## src/rtl/tfa_pkg.sv

```systemverilog
package tfa_pkg;
  localparam int TO_W = 32;

  typedef enum logic [0:0] {ST_IDLE, ST_WAIT} wait_st_e;

  // Negative timeouts never expire.
  function automatic logic to_forever(input logic [TO_W-1:0] t);
    return t[TO_W-1];
  endfunction

  // Zero timeout is a pure poll.
  function automatic logic to_poll(input logic [TO_W-1:0] t);
    return t == '0;
  endfunction

  // Number of millisecond ticks to wait for a positive timeout.
  function automatic logic [TO_W-2:0] to_ticks(input logic [TO_W-1:0] t);
    return t[TO_W-2:0];
  endfunction
endpackage

```

## src/rtl/ms_tick_gen.sv

```systemverilog
module ms_tick_gen #(
  parameter int MS_CYCLES = 200000
) (
  input  logic clk,
  input  logic rst_n,
  input  logic restart,
  output logic tick
);
  localparam int CW = (MS_CYCLES > 1) ? $clog2(MS_CYCLES) : 1;
  localparam logic [CW-1:0] LAST = CW'(MS_CYCLES - 1);

  logic [CW-1:0] phase_q;

  always_ff @(posedge clk or negedge rst_n) begin
    if (!rst_n)               phase_q <= '0;
    else if (restart)         phase_q <= '0;
    else if (phase_q == LAST) phase_q <= '0;
    else                      phase_q <= phase_q + 1'b1;
  end

  assign tick = !restart && (phase_q == LAST);

  p_tick_spacing_r3: assert property (@(posedge clk) disable iff (!rst_n)
    (MS_CYCLES > 1 && tick) |=> !tick);
endmodule

```

## src/rtl/timed_waiter.sv

```systemverilog
module timed_waiter
  import tfa_pkg::*;
#(
  parameter int MS_CYCLES = 200000
) (
  input  logic            clk,
  input  logic            rst_n,
  input  logic            req_valid,
  input  logic [TO_W-1:0] req_timeout,
  input  logic            cond_ok,
  output logic            accept,
  output logic            fire,
  output logic            done,
  output logic            err
);
  wait_st_e        state_q;
  logic [TO_W-2:0] remain_q;
  logic            forever_q;
  logic            tick;
  logic            examining;
  logic            poll_miss;
  logic            expire;

  assign accept    = (state_q == ST_IDLE) && req_valid;
  assign examining = accept || (state_q == ST_WAIT);
  assign fire      = examining && cond_ok;
  assign poll_miss = accept && !cond_ok && to_poll(req_timeout);
  assign expire    = (state_q == ST_WAIT) && !forever_q && tick &&
                     (remain_q == (TO_W-1)'(1)) && !cond_ok;

  ms_tick_gen #(.MS_CYCLES(MS_CYCLES)) u_tick (
    .clk     (clk),
    .rst_n   (rst_n),
    .restart (accept),
    .tick    (tick)
  );

  always_ff @(posedge clk or negedge rst_n) begin
    if (!rst_n) begin
      state_q   <= ST_IDLE;
      remain_q  <= '0;
      forever_q <= 1'b0;
      done      <= 1'b0;
      err       <= 1'b0;
    end else begin
      done <= fire || poll_miss || expire;
      err  <= poll_miss || expire;
      case (state_q)
        ST_IDLE: if (accept && !fire && !poll_miss) begin
          state_q   <= ST_WAIT;
          remain_q  <= to_ticks(req_timeout);
          forever_q <= to_forever(req_timeout);
        end
        ST_WAIT: begin
          if (fire || expire) state_q <= ST_IDLE;
          else if (tick && !forever_q) remain_q <= remain_q - 1'b1;
        end
        default: state_q <= ST_IDLE;
      endcase
    end
  end

  p_done_single_r9: assert property (@(posedge clk) disable iff (!rst_n)
    done |=> !done);
  p_fire_success_r9: assert property (@(posedge clk) disable iff (!rst_n)
    fire |=> (done && !err));
  p_poll_next_cycle_r2: assert property (@(posedge clk) disable iff (!rst_n)
    (accept && to_poll(req_timeout)) |=> done);
  p_forever_no_err_r5: assert property (@(posedge clk) disable iff (!rst_n)
    (state_q == ST_WAIT && forever_q) |=> !err);
  p_err_only_with_done_r2: assert property (@(posedge clk) disable iff (!rst_n)
    err |-> done);
endmodule

```

## src/rtl/tfa_access_ctrl.sv

```systemverilog
module tfa_access_ctrl
  import tfa_pkg::*;
#(
  parameter int FRAME_W   = 64,
  parameter int MS_CYCLES = 200000
) (
  input  logic               clk,
  input  logic               rst_n,
  input  logic               rd_valid,
  input  logic [31:0]        rd_timeout,
  output logic               rd_done,
  output logic               rd_err,
  output logic [FRAME_W-1:0] rd_frame,
  input  logic               rx_empty,
  input  logic [FRAME_W-1:0] rx_frame,
  output logic               rx_pop,
  input  logic               wr_valid,
  input  logic [31:0]        wr_timeout,
  input  logic [FRAME_W-1:0] wr_frame,
  input  logic               wr_abort,
  output logic               wr_done,
  output logic               wr_err,
  input  logic               tx_full,
  output logic               tx_push,
  output logic [FRAME_W-1:0] tx_frame,
  output logic               tx_abort
);
  logic rd_accept, rd_fire, wr_accept, wr_fire;
  logic [FRAME_W-1:0] rd_frame_q, wr_frame_q;
  logic               wr_abort_q;

  timed_waiter #(.MS_CYCLES(MS_CYCLES)) u_rd (
    .clk(clk), .rst_n(rst_n), .req_valid(rd_valid), .req_timeout(rd_timeout),
    .cond_ok(!rx_empty), .accept(rd_accept), .fire(rd_fire),
    .done(rd_done), .err(rd_err)
  );

  timed_waiter #(.MS_CYCLES(MS_CYCLES)) u_wr (
    .clk(clk), .rst_n(rst_n), .req_valid(wr_valid), .req_timeout(wr_timeout),
    .cond_ok(!tx_full), .accept(wr_accept), .fire(wr_fire),
    .done(wr_done), .err(wr_err)
  );

  always_ff @(posedge clk or negedge rst_n) begin
    if (!rst_n) begin
      rd_frame_q <= '0;
    end else if (rd_fire) begin
      rd_frame_q <= rx_frame;
    end else if (rd_accept) begin
      rd_frame_q <= '0;
    end
  end

  always_ff @(posedge clk or negedge rst_n) begin
    if (!rst_n) begin
      wr_frame_q <= '0;
      wr_abort_q <= 1'b0;
    end else if (wr_accept) begin
      wr_frame_q <= wr_frame;
      wr_abort_q <= wr_abort;
    end
  end

  assign rd_frame = rd_frame_q;
  assign rx_pop   = rd_fire;
  assign tx_push  = wr_fire;
  assign tx_frame = wr_accept ? wr_frame : wr_frame_q;
  assign tx_abort = wr_accept ? wr_abort : wr_abort_q;

  p_pop_has_data_r6: assert property (@(posedge clk) disable iff (!rst_n)
    rx_pop |-> !rx_empty);
  p_push_has_room_r7: assert property (@(posedge clk) disable iff (!rst_n)
    tx_push |-> !tx_full);
  p_err_no_frame_r6: assert property (@(posedge clk) disable iff (!rst_n)
    (rd_done && rd_err) |-> (rd_frame == '0));
  p_pop_then_ok_r6: assert property (@(posedge clk) disable iff (!rst_n)
    rx_pop |=> (rd_done && !rd_err && rd_frame == $past(rx_frame)));
endmodule

```

## config.mk

```make
export PLATFORM = sky130hd
export DESIGN_NAME = tfa_access_ctrl
export DESIGN_NICKNAME = d
export VERILOG_FILES = /design/src/rtl/tfa_pkg.sv /design/src/rtl/ms_tick_gen.sv /design/src/rtl/timed_waiter.sv /design/src/rtl/tfa_access_ctrl.sv
export SDC_FILE = /design/constraint.sdc
export NUM_CORES = 1
export LEC_CHECK = 0
export BUFFER_PORTS_ARGS = -buffer_cell sky130_fd_sc_hd__buf_2
export CAP_MARGIN = 20
export CELL_PAD_IN_SITES_DETAIL_PLACEMENT = 0
export CELL_PAD_IN_SITES_GLOBAL_PLACEMENT = 2
export CORE_ASPECT_RATIO = 1.2
export CORE_UTILIZATION = 33
export DETAILED_ROUTE_END_ITERATION = 7
export PLACE_DENSITY = 0.92
export SKIP_CTS_REPAIR_TIMING = 1
export SYNTH_ARGS = -nofsm -noshare
export SYNTH_HDL_FRONTEND = slang
export SYNTH_SLANG_ARGS = --single-unit
```

## constraint.sdc

```tcl
create_clock -name clk -period 4.2 [get_ports clk]
set_input_delay 0.42 -clock clk [delete_from_list [all_inputs] [get_ports clk]]
set_output_delay 0.42 -clock clk [all_outputs]
set_load 0.1 [all_outputs]
```

# Word-level counts from Yosys, hierarchy flattened
# Index checks and enable logic that the tools add are counted.
# Widths: inputs -> output; s select.
# totals
reg_bits,235
input_bits,199
word_cells,104
# classes
addsub,4
n_eq_ne,10
mux,22
n_bitwise,2
reduce_logical,51
# op_table
op,count
$mux 64,3
$mux 31,6
$pmux 31 s2,2
$mux 18,4
$logic_not 32->1,2
$eq 31x1->1 const B,2
$sub 31x1->31 const B,2
$add 18x1->18 const B,2
$eq 18x18->1 const B,2
$logic_and 1x1->1,24
$ne 2x2->1 const B,6
$logic_not 1->1,10
$logic_or 1x1->1,10
$reduce_and 3->1,2
$mux 1,5
$pmux 1 s2,2
$reduce_and 2->1,2
$not 1->1,2
$reduce_bool 2->1,1

# Longest topological paths before layout
# logic_depth
ltp_word,10
depth_mapped,10
ltp_nobuf,9

# By module
# From an unflattened synthesis, not the netlist that was laid out.
# hier_totals
hier_cells,1041
hier_area_um2,11419.7
# by_module_without_submodules
mod,instances,cells_per_inst,area_each_um2,seq_area_each_um2
tfa_access_ctrl,1,281,4867.2,3228.1
timed_waiter at u_wr,1,286,2354.8,875.8
timed_waiter at u_rd,1,286,2353.5,875.8
ms_tick_gen,2,94,922.1,450.4

# Least setup slack after synthesis
# OpenSTA, ideal clock, no wires.
# synth_timing
path_kind,register -> output
start,register u_wr.state_q
end,output port tx_frame[33]
arrival_time_ns,2.166
required_ns,3.780
setup_slack_ns,1.614
stages_incl_launch_ff,8
n_path_buf,3
path_cell_list,dfrtp_1 > clkbuf_1 > clkinv_1 > nand2_1 > clkbuf_1 > clkbuf_1 > nand2_1 > nand2_1
# synth_between
elab_chain_cells,3
# synth_rtl
element,line_no,rtl
"start, declared",timed_waiter.sv:16,wait_st_e state_q;
"start signal, assigned",timed_waiter.sv:40,state_q <= ST_IDLE;
"start signal, assigned",timed_waiter.sv:50,state_q <= ST_WAIT;
"start signal, assigned",timed_waiter.sv:55,if (fire || expire) state_q <= ST_IDLE;
$not 1->1 (no line),n/a,
$logic_and 1x1->1,timed_waiter.sv:24,assign accept = (state_q == ST_IDLE) && req_valid;
$mux 64,n/a,
"end, declared",tfa_access_ctrl.sv:25,"output logic [FRAME_W-1:0] tx_frame,"
# No other way between the ends.

# Worst setup path in the final report
# layout_timing
start,register u_wr.state_q
end,output port tx_frame[20]
# Same word-level chain as after synthesis.

==> impl_metrics.env <==
export IMPL_hold_viol_final=0
export IMPL_ant_nets=0
export IMPL_numCtsBuffers=28
export IMPL_dp_hpwl_um=23000
export IMPL_drive_gt1_frac=0.285
export IMPL_seq_area_sq_um=5880
export IMPL_syn_avg_cell_area_sq_um=9.42
export IMPL_leakagePower_nw=6.72
export IMPL_min_period_ns=3.50
export IMPL_power_density_nw_per_um2=596
export IMPL_fillers=3185
export IMPL_min_path_type="in -> async"
export IMPL_fin_nets=1689
export IMPL_cp_data_arrival_time_ns=3.08
export IMPL_grt_usage=0.189
export IMPL_drc_errors=0
export IMPL_cts_buffer_depth=3
export IMPL_initial_core_util=0.338
export IMPL_max_slew_margin=0.336
export IMPL_status="finished clean"
export IMPL_synth_seq_area_share=0.536
export IMPL_cts_clk_slew_worst_paths_ns=0.06
export IMPL_clock_skew_ns=0.0151
export IMPL_finalCritPeriodShare=0.833
export IMPL_cts_tree="built"
export IMPL_grt_max_degree=123
export IMPL_syn_area_sq_um=11000
export IMPL_area_growth_pct=28.5
export IMPL_drv_slew=0
export IMPL_synth_nets=1370
export IMPL_cts_sinks=235
export IMPL_vias=10000
export IMPL_fp_dieW_um=168
export IMPL_grt_pass1_vias=9890
export IMPL_setup_worst_path_end_class="output pin"
export IMPL_final_cells=1914
export IMPL_final_common_cell="buf_2"
export IMPL_worst_pin_slew_ns=0.996
export IMPL_reg2reg_depth=6
export IMPL_yosysUniqueCellTypes=71
export IMPL_cp_required_ns=3.78
export IMPL_vias_per_cell=5.25
export IMPL_io_buffer_count=333
export IMPL_layout_common_cells="buf_2, nand2_1, dfrtp_1"
export IMPL_timing_rr_start="u_rd.remain_q[22]"
export IMPL_r2r_end="u_rd.remain_q[30]"
export IMPL_antenna_found_initial=1
export IMPL_grt_first_pass_wirelength_um=52300
export IMPL_ios=334
export IMPL_gp_congestion=0.865
export IMPL_multi_input_area_sq_um=4830
export IMPL_ys_warn_count=0
export IMPL_fp_dieArea_sq_um=34000
export IMPL_cts_root_buf="clkbuf_16"
export IMPL_drtIter0Drc=697
export IMPL_ys_flop_type="dfrtp_1"
export IMPL_detail_route_wirelength_um=32800
export IMPL_cp_max_fo=68
export IMPL_finalSetupViolCount=0
export IMPL_maxCapViolCount=0
export IMPL_rows=72
export IMPL_dpl_cell_count=1861
export IMPL_ys_ff_latch=235
export IMPL_rrSetupSlack_ns=1.04
export IMPL_crit_type="reg -> out"
export IMPL_start_kind="register"
export IMPL_hold_slack_ns=0.00141
export IMPL_synth_edff_count=0
export IMPL_fmax_mhz=286
export IMPL_core_sq_um=32400
export IMPL_grt_overflow=0
export IMPL_wire_per_inst_um=17.1
export IMPL_syn_inst=1165
export IMPL_h_tree_depth=1
export IMPL_dr_pass1_iters=4
export IMPL_async_flop_share=1.00
export IMPL_ir_drop_mv=0.326
export IMPL_die_height_um=202
export IMPL_final_setup_tns_ns=0
export IMPL_grt_setup_unrepaired="no"
export IMPL_worstSkewPairLatency_ns=0.54
-- routing by layer --
| layer | share of wire | GRT usage | vias up |
|---|---|---|---|
| li1 | - | - | 4840 |
| met1 | 0.44 | 0.248 | 4834 |
| met2 | 0.48 | 0.319 | 332 |
| met3 | 0.061 | 0.0348 | 40 |
| met4 | 0.019 | 0.0506 | 0 |
| met5 | 0 | 0 | - |
-- how the worst max path moves through the flow --
| stage | slack (ns) | cells past startpoint | end | start |
|---|---|---|---|---|
| after global placement | 1.14 | 6 | u_rd.remain_q[30] | u_rd.remain_q[22] |
| final | 0.70 | 6 | tx_frame[20] | u_wr.state_q |
| after global routing | 0.49 | 6 | tx_frame[20] | u_wr.state_q |
| after floorplan | 1.61 | 7 | tx_frame[33] | u_wr.state_q |
| after detailed placement | 1.09 | 6 | u_rd.remain_q[30] | u_rd.remain_q[22] |
| after CTS | 0.68 | 6 | tx_frame[20] | u_wr.state_q |
-- final cells by class --
class                           count  area share
Tap cell                          407      0.0361
Clock buffer                       39      0.0591
Timing Repair Buffer              352       0.132
Multi-Input combinational cell    852       0.343
Antenna cell                        1    0.000177
Clock inverter                     13     0.00887
Inverter                           15     0.00399
Sequential cell                   235       0.417
-- synth_stat cells (all sizes together) (4+ instances only) --
cell type    n  area [sq um]
nand2      260           978
dfrtp      235          5880
nor2        91           342
a22o        64           561
a21oi       57           285
clkbuf      51           191
o21ai       45           225
nor4        39           256
nor3        36           185
nand3       30           150
nand4       22           138
xor2        21           184
o22ai       15          93.8
inv         14          52.6
or4         14           116
or3         13          81.3
buf         12          56.3
o22a        12           105
a31oi        8          50.1
and3         8          50.1
or2          8          50.1
xnor2        8          70.1
a22oi        6          45.0
and4         6          53.8
ha           6          75.1
o21bai       6          45.0
o32ai        6          52.6
and2         5          31.3
nand2b       5          31.3
nor3b        5          37.5
o21a         5          37.5
a32oi        4          35.0
o31a         4          35.0
-- worst max-delay path, cell delays in order, from the launching register on --
cell and delay, ns:
dfrtp_1 0.66, buf_4 0.37, nor2b_4 0.14, buf_4 0.60, nand2_1 0.16, nand2_1 0.11
buf_2 0.43
-- registers in the layout (all words and copies together), names as in the netlist --
name                 flops
rd_frame                64
u_rd.done                1
u_rd.err                 1
u_rd.forever_q           1
u_rd.remain_q           31
u_rd.state_q             1
u_rd.u_tick.phase_q     18
u_wr.done                1
u_wr.err                 1
u_wr.forever_q           1
u_wr.remain_q           31
u_wr.state_q             1
u_wr.u_tick.phase_q     18
wr_abort_q               1
wr_frame_q              64
-- metrics by stage --
| stage | setup slack (ns) | area (sq um) | util | power, mW |
|---|---|---|---|---|
| 2_1_floorplan | 1.61 | 11000 | - | 5.29 |
| 3_3_place_gp | 1.14 | 13100 | 0.405 | 5.93 |
| 3_5_place_dp | 1.09 | 13100 | 0.405 | 5.96 |
| 4_1_cts | 0.681 | 14100 | 0.435 | 8.50 |
| 5_1_grt | 0.485 | 14100 | 0.435 | 8.79 |
| 6_report | 0.702 | 14100 | 0.435 | 8.41 |
-- report_power, final --
group | internal, mW | switching (mW)
logic | 0.643 | 2.23
registers | 2.69 | 0.366
clock network | 1.50 | 0.975
total | 4.83 | 3.58
-- kinds of logic (layout without fill, tap and decap cells) --
family / after synthesis / after routing / synth area share
xor gates and xnor gates: 29 / 29 / 0.0232
DFF: 235 / 235 / 0.536
adders and majority gates: 6 / 6 / 0.00684
AOI/OAI and AO/OA: 258 / 258 / 0.164
muxes: 2 / 2 / 0.00194
buffers and inverters: 78 / 419 / 0.0277
and+or+nand+nor: 557 / 557 / 0.240
other: 0 / 1 / 0
No activity file was read; power rests on OpenSTA's default activity.
